## src/rtl/sft_pkg.sv

```systemverilog
package sft_pkg;
  localparam int unsigned SFT_WORD_W = 16;

  typedef struct packed {
    logic enable;
    logic fall_launch;
    logic lsb_first;
  } sft_ctl_t;
endpackage

```

## src/rtl/sft_edge_sel.sv

```systemverilog
module sft_edge_sel (
  input  logic clk,
  input  logic rst_n,
  input  logic sclk,
  input  logic fall_launch,
  output logic launch
);
  logic sclk_q;

  always_ff @(posedge clk or negedge rst_n) begin
    if (!rst_n) sclk_q <= 1'b0;
    else        sclk_q <= sclk;
  end

  // launch edge: rising when fall_launch=0, falling otherwise
  always_comb begin
    if (fall_launch) launch = sclk_q & ~sclk;
    else             launch = ~sclk_q & sclk;
  end
endmodule

```

## src/rtl/sft_hold_reg.sv

```systemverilog
module sft_hold_reg #(
  parameter int unsigned WORD_W = 16
) (
  input  logic              clk,
  input  logic              rst_n,
  input  logic              wr_fire,
  input  logic [WORD_W-1:0] wr_data,
  input  logic              take,
  output logic [WORD_W-1:0] word_o,
  output logic              empty_o,
  output logic              urun_o
);
  logic [WORD_W-1:0] hold_q;
  logic [WORD_W-1:0] last_q;
  logic              empty_q;
  logic              urun_q;

  // an empty holding register hands out the previous word again
  assign word_o  = empty_q ? last_q : hold_q;
  assign empty_o = empty_q;
  assign urun_o  = urun_q;

  always_ff @(posedge clk or negedge rst_n) begin
    if (!rst_n) begin
      hold_q  <= '0;
      last_q  <= '0;
      empty_q <= 1'b1;
      urun_q  <= 1'b0;
    end else begin
      if (take && !empty_q) last_q <= hold_q;
      if (wr_fire) hold_q <= wr_data;
      if (wr_fire)   empty_q <= 1'b0;
      else if (take) empty_q <= 1'b1;
      if (take && empty_q) urun_q <= 1'b1;
      else if (wr_fire)    urun_q <= 1'b0;
    end
  end
endmodule

```

## src/rtl/sft_shifter.sv

```systemverilog
module sft_shifter #(
  parameter int unsigned WORD_W = 16
) (
  input  logic              clk,
  input  logic              rst_n,
  input  logic              launch,
  input  logic              start_req,
  input  logic              lsb_first,
  input  logic [WORD_W-1:0] word_i,
  output logic              take,
  output logic              busy,
  output logic              txd
);
  localparam int unsigned CNT_W = (WORD_W > 1) ? $clog2(WORD_W) : 1;
  localparam logic [CNT_W-1:0] LAST_CNT = CNT_W'(WORD_W - 1);

  logic [WORD_W-1:0] rev_w;
  logic [WORD_W-1:0] src_w;
  logic [WORD_W-1:0] sh_q;
  logic [CNT_W-1:0]  left_q;
  logic              busy_q;
  logic              txd_q;
  logic              word_done;

  // order is fixed at load by mirroring the word; shifting is always MSB-first
  for (genvar g = 0; g < WORD_W; g++) begin : g_rev
    assign rev_w[g] = word_i[WORD_W-1-g];
  end

  assign src_w     = lsb_first ? rev_w : word_i;
  assign word_done = busy_q && (left_q == '0);
  assign take      = launch && start_req && (!busy_q || word_done);
  assign busy      = busy_q;
  assign txd       = txd_q;

  always_ff @(posedge clk or negedge rst_n) begin
    if (!rst_n) begin
      sh_q   <= '0;
      left_q <= '0;
      busy_q <= 1'b0;
      txd_q  <= 1'b0;
    end else if (take) begin
      txd_q  <= src_w[WORD_W-1];
      sh_q   <= src_w << 1;
      left_q <= LAST_CNT;
      busy_q <= 1'b1;
    end else if (launch && busy_q) begin
      if (word_done) begin
        busy_q <= 1'b0;
        txd_q  <= 1'b0;
      end else begin
        txd_q  <= sh_q[WORD_W-1];
        sh_q   <= sh_q << 1;
        left_q <= left_q - 1'b1;
      end
    end
  end
endmodule

```

## src/rtl/sft_tx.sv

```systemverilog
module sft_tx
  import sft_pkg::*;
#(
  parameter int unsigned WORD_W = SFT_WORD_W
) (
  input  logic              clk,
  input  logic              rst_n,
  input  logic              tx_en,
  input  logic              fall_launch,
  input  logic              lsb_first,
  input  logic              sclk,
  input  logic              fsync,
  input  logic              wr_valid,
  output logic              wr_ready,
  input  logic [WORD_W-1:0] wr_data,
  output logic              txd,
  output logic              txd_oe,
  output logic              data_empty,
  output logic              underrun
);
  sft_ctl_t          ctl;
  logic              launch;
  logic              take;
  logic              busy;
  logic [WORD_W-1:0] next_word;

  assign ctl      = '{enable: tx_en, fall_launch: fall_launch, lsb_first: lsb_first};
  assign wr_ready = 1'b1;
  assign txd_oe   = ctl.enable | busy;

  sft_edge_sel u_edge (
    .clk         (clk),
    .rst_n       (rst_n),
    .sclk        (sclk),
    .fall_launch (ctl.fall_launch),
    .launch      (launch)
  );

  sft_hold_reg #(.WORD_W(WORD_W)) u_hold (
    .clk     (clk),
    .rst_n   (rst_n),
    .wr_fire (wr_valid & wr_ready),
    .wr_data (wr_data),
    .take    (take),
    .word_o  (next_word),
    .empty_o (data_empty),
    .urun_o  (underrun)
  );

  sft_shifter #(.WORD_W(WORD_W)) u_shift (
    .clk       (clk),
    .rst_n     (rst_n),
    .launch    (launch),
    .start_req (ctl.enable & fsync),
    .lsb_first (ctl.lsb_first),
    .word_i    (next_word),
    .take      (take),
    .busy      (busy),
    .txd       (txd)
  );
endmodule

```

## config.mk

```make
export PLATFORM = sky130hd
export DESIGN_NAME = sft_tx
export DESIGN_NICKNAME = d
export VERILOG_FILES = /design/src/rtl/sft_pkg.sv /design/src/rtl/sft_edge_sel.sv /design/src/rtl/sft_hold_reg.sv /design/src/rtl/sft_shifter.sv /design/src/rtl/sft_tx.sv
export SDC_FILE = /design/constraint.sdc
export NUM_CORES = 1
export LEC_CHECK = 0
export BUFFER_PORTS_ARGS = -buffer_cell sky130_fd_sc_hd__buf_2
export CORE_ASPECT_RATIO = 0.75
export CORE_MARGIN = 1
export CORE_UTILIZATION = 50
export DETAILED_ROUTE_END_ITERATION = 8
export MAX_ROUTING_LAYER = met4
export PLACE_DENSITY = 0.72
export SYNTH_ARGS = -nofsm -noshare
export SYNTH_HDL_FRONTEND = slang
export SYNTH_HIERARCHICAL = 1
export SYNTH_SLANG_ARGS = --single-unit
```

## constraint.sdc

```tcl
create_clock -name clk -period 2.08 [get_ports clk]
set_input_delay 0.312 -clock clk [delete_from_list [all_inputs] [get_ports clk]]
set_output_delay 0.312 -clock clk [all_outputs]
set_load 0.01 [all_outputs]
```

==> flow_summary.yaml <==
power_and_ir_drop:
  fin_total_pwr_w: 0.003005
  p_per_area_mw_per_mm2: 982.2
  max-vdd-ir-drop_v: 0.0005049
  p_leak_nw: 1.419
clocking:
  cts-root-buf: "clkbuf_8"
  cts_tree: "done"
  post_cts_resized: 0
  path_clk_slew_ps: 100
  cts_max_path_buffers: 2
  clk_latency_ps: 300
  cts_made_buffers: 5
  cts.sinks: 56
  cts_max_level: 2
critical_path:
  reg2reg_to: "u_shift/left_q[3]"
  cp_cell_sequence: "inv_2, ha_4, nor3b_4, buf_4, nor2_4, o21ai_4, a22oi_1"
  crit_arrival_ps: 1980
  cp_slowest_stage_delay_ps: 410
  reg2reg_slack_ps: 260
  cpMaxStageDelayCell: "dfrtp_1"
  cp-start-kind: "flip-flop"
  r2r_start: "u_shift/left_q[0]"
  crit_family: "compound AO/OA/AOI/OAI gates"
  crit_fanout: 18
  r2r_cells: 7
  path_buf_inv: 2
  worstPathRequired_ps: 2240
  cp-end-kind: "flip-flop"
  crit_type: "reg2reg"
synth:
  synthCells: 209
  synth_compound_area_share_pct: 10.27
  yosysTopAreaCell: "dfrtp_1"
  synth-xor-area-share_pct: 0
  synthTopCellsByArea: "dfrtp_1 49%, mux2_2 16%, mux2i_1 5.7%, mux2_4 5.4%, a221o_1 5.0%"
  ys_ff_latch: 56
  yosys_warnings: 6
  synthesis.nets: 235
  ys_async_sr_fraction_pct: 100.0
  synth-edff-count: 0
  synth_top_family_by_area: "multiplexers"
  ys_seq_area_share_pct: 50.29
  synthFlopType: "dfrtp_1"
  synth_mux_area_share_pct: 26.87
  avgSynthCellArea_um2: 13.34
  synth_simple_gate_area_share_pct: 6.460
  synth.top_cell.area_share_pct: 49.35
  yosys.area_share.adder_pct: 0.8973
  synthDistinctLibCells: 37
  syn-cell-area_mm2: 0.002789
grt:
  antenna_found_initial: 0
  gr-usage-met2_pct: 28.56
  use_met3_pct: 4.461
  top_usage_layer: "met2"
  grt_pass1_wl_mm: 7.783
  overflow: 0
  grt_use_met1_pct: 24.07
  grt_max_degree: 35
  grt_pass1_vias: 1620
  track_usage_pct: 18.24
die:
  io_pins: 29
  fp-row-count: 23
  initial_core_util_pct: 52.10
  fp.dieH_um: 66.68
  fp.dieW_um: 88.24
  die-area_mm2: 0.005884
  design.core.area_mm2: 0.005353
cells_and_area:
  syn_to_final_growth_pct: 9.690
  drive_above_1_share_pct: 42.74
  final_core_util_pct: 57.15
  final_cells: 309
  final_nets: 259
  antenna_cells: 0
sta:
  post-route-period-util_pct: 87.49
  fmaxAchievable_mhz: 549.5
  finalSetupTns_ps: 0
  max_slew_margin_pct: 63.14
  slew_violations: 0
  hold_viol: 0
  tightest_slew_ps: 552.9
  fin_crit_ps: 1820
  rsz0062_at_grt: "false"
  skew_ps: 11.01
  setup_violations: 0
placed_design:
  port_buffers: 27
  place_congestion: 0.8109
  dpl.hpwl_mm: 3.332
  place_inst: 300
detailed_routing:
  remaining_drc_errors: 0
  vias: 1660
  firstDrtPassIters: 4
  drtAntennaViolNets: 0
  wl_per_cell_um: 15.32
  post_drt_via_cell_ratio: 5.372
  drtIter0Drc: 65
  drt-total-wl_mm: 4.733
worst_hold_path:
  holdCritStartpoint: "sclk"
  min_path_type: "in2reg"
  hold_end: "u_edge/sclk_q"
  hold_depth: 1
status:
  outcome: "finished clean"
job:
  maxCapViolCount: 0
-- final cells by class --
| cell class | count | area, µm² |
|---|---|---|
| clock buffers | 6 | 82.58 |
| multi-input cells | 132 | 1257 |
| repair buffers | 32 | 187.7 |
| well taps | 75 | 93.84 |
| clock inverters | 2 | 10.01 |
| inverters | 6 | 25.02 |
| flip-flops and latches | 56 | 1403 |
| fillers | 463 | 2293 |
-- cells by family (layout without fill, tap and decap cells) --
group                    count (synthesis)  after routing
AO/OA/AOI/OAI                           32             32
adder cells (fa/ha/maj)                  2              2
buffers and inverters                   21             46
other                                    1              1
multiplexers                            65             65
AND/OR/NAND/NOR                         32             32
flip-flops                              56             56
-- state kept, by name (all words and copies together), names as in the netlist --
| name | count |
|---|---|
| u_hold/last_q | 16 |
| u_shift/sh_q | 15 |
| u_hold/empty_o | 1 |
| u_edge/sclk_q | 1 |
| u_hold/urun_o | 1 |
| u_shift/busy | 1 |
| u_hold/hold_q | 16 |
| u_shift/txd | 1 |
| u_shift/left_q | 4 |
-- per-stage QoR --
stage / hold slack, ps / cell area [µm²] / setup WS (ps)
after floorplan: 16.41 / 2808 / 12.41
after global placement: 322.3 / 2957 / 302.1
after detailed placement: 318.0 / 2957 / 262.2
after CTS: 122.9 / 3059 / 247.6
after global routing: 119.1 / 3059 / 119.4
final: 133.1 / 3059 / 260.2
-- cell usage after synthesis (2+ instances only) --
cell type  count
buf_6          4
nand2_1        3
nor2_4         2
buf_4          2
ha_1           2
dfrtp_1       55
nor2_1        17
a22oi_1        2
nand2b_1       2
a21o_1         2
buf_2          7
a221o_1       14
mux2i_1       16
nand3b_1       2
mux2_4        10
inv_1          6
o21ai_0        4
a21oi_1        2
mux2_2        39
-- worst register-to-register path, stage by stage (launching register included) --
cell	delay (ps)
dfrtp_1	410
inv_2	100
ha_4	130
nor3b_4	230
buf_4	200
nor2_4	50
o21ai_4	400
a22oi_1	160
-- power by group --
part / switching [W] / total (W) / internal, W / leakage, nW
clock: 0.000325 / 0.000592 / 0.000266 / 0.0510
combinational: 0.000327 / 0.000791 / 0.000464 / 0.673
sequential: 0.000225 / 0.00162 / 0.00140 / 0.695
-- layer usage --
metal  vias up  part of all wire [%]
met5         -                     0
li1        802                     -
met1       837                    49
met2        19                    48
met4         0                  0.55
met3         2                   2.5
-- cells in the final DEF, fill, tap and decap left out, types with 2 or more instances in the layout --
cell type / instances
buf_4: 3
mux2i_1: 16
nand2_1: 3
nand2b_1: 2
clkinv_2: 2
dfrtp_1: 55
mux2_2: 39
nor2_1: 17
nor2_4: 2
a22oi_1: 2
a21o_1: 2
nand3b_1: 2
clkbuf_8: 6
a21oi_1: 2
inv_1: 3
a221o_1: 14
mux2_4: 10
buf_2: 27
inv_2: 2
o21ai_0: 4
-- worst max path at each step --
stage,endpoint,startpoint,slack (ps),cells past startpoint
finish,u_shift/left_q[3],u_shift/left_q[0],260,7
global route,u_shift/left_q[3],u_shift/left_q[0],120,7
CTS,u_shift/left_q[3],u_shift/left_q[0],250,7
detailed placement,u_shift/left_q[3],u_shift/left_q[0],260,7
global placement,u_shift/txd,u_hold/empty_o,300,4
floorplan,u_hold/last_q[10],u_shift/left_q[0],10,10
-- timing repair --
item	CTS	global route
buffers inserted	0	0
hold buffers	1	0
hold endpoints to repair	22	0
setup endpoints to repair	0	0
No activity file was read; power rests on OpenSTA's default activity.
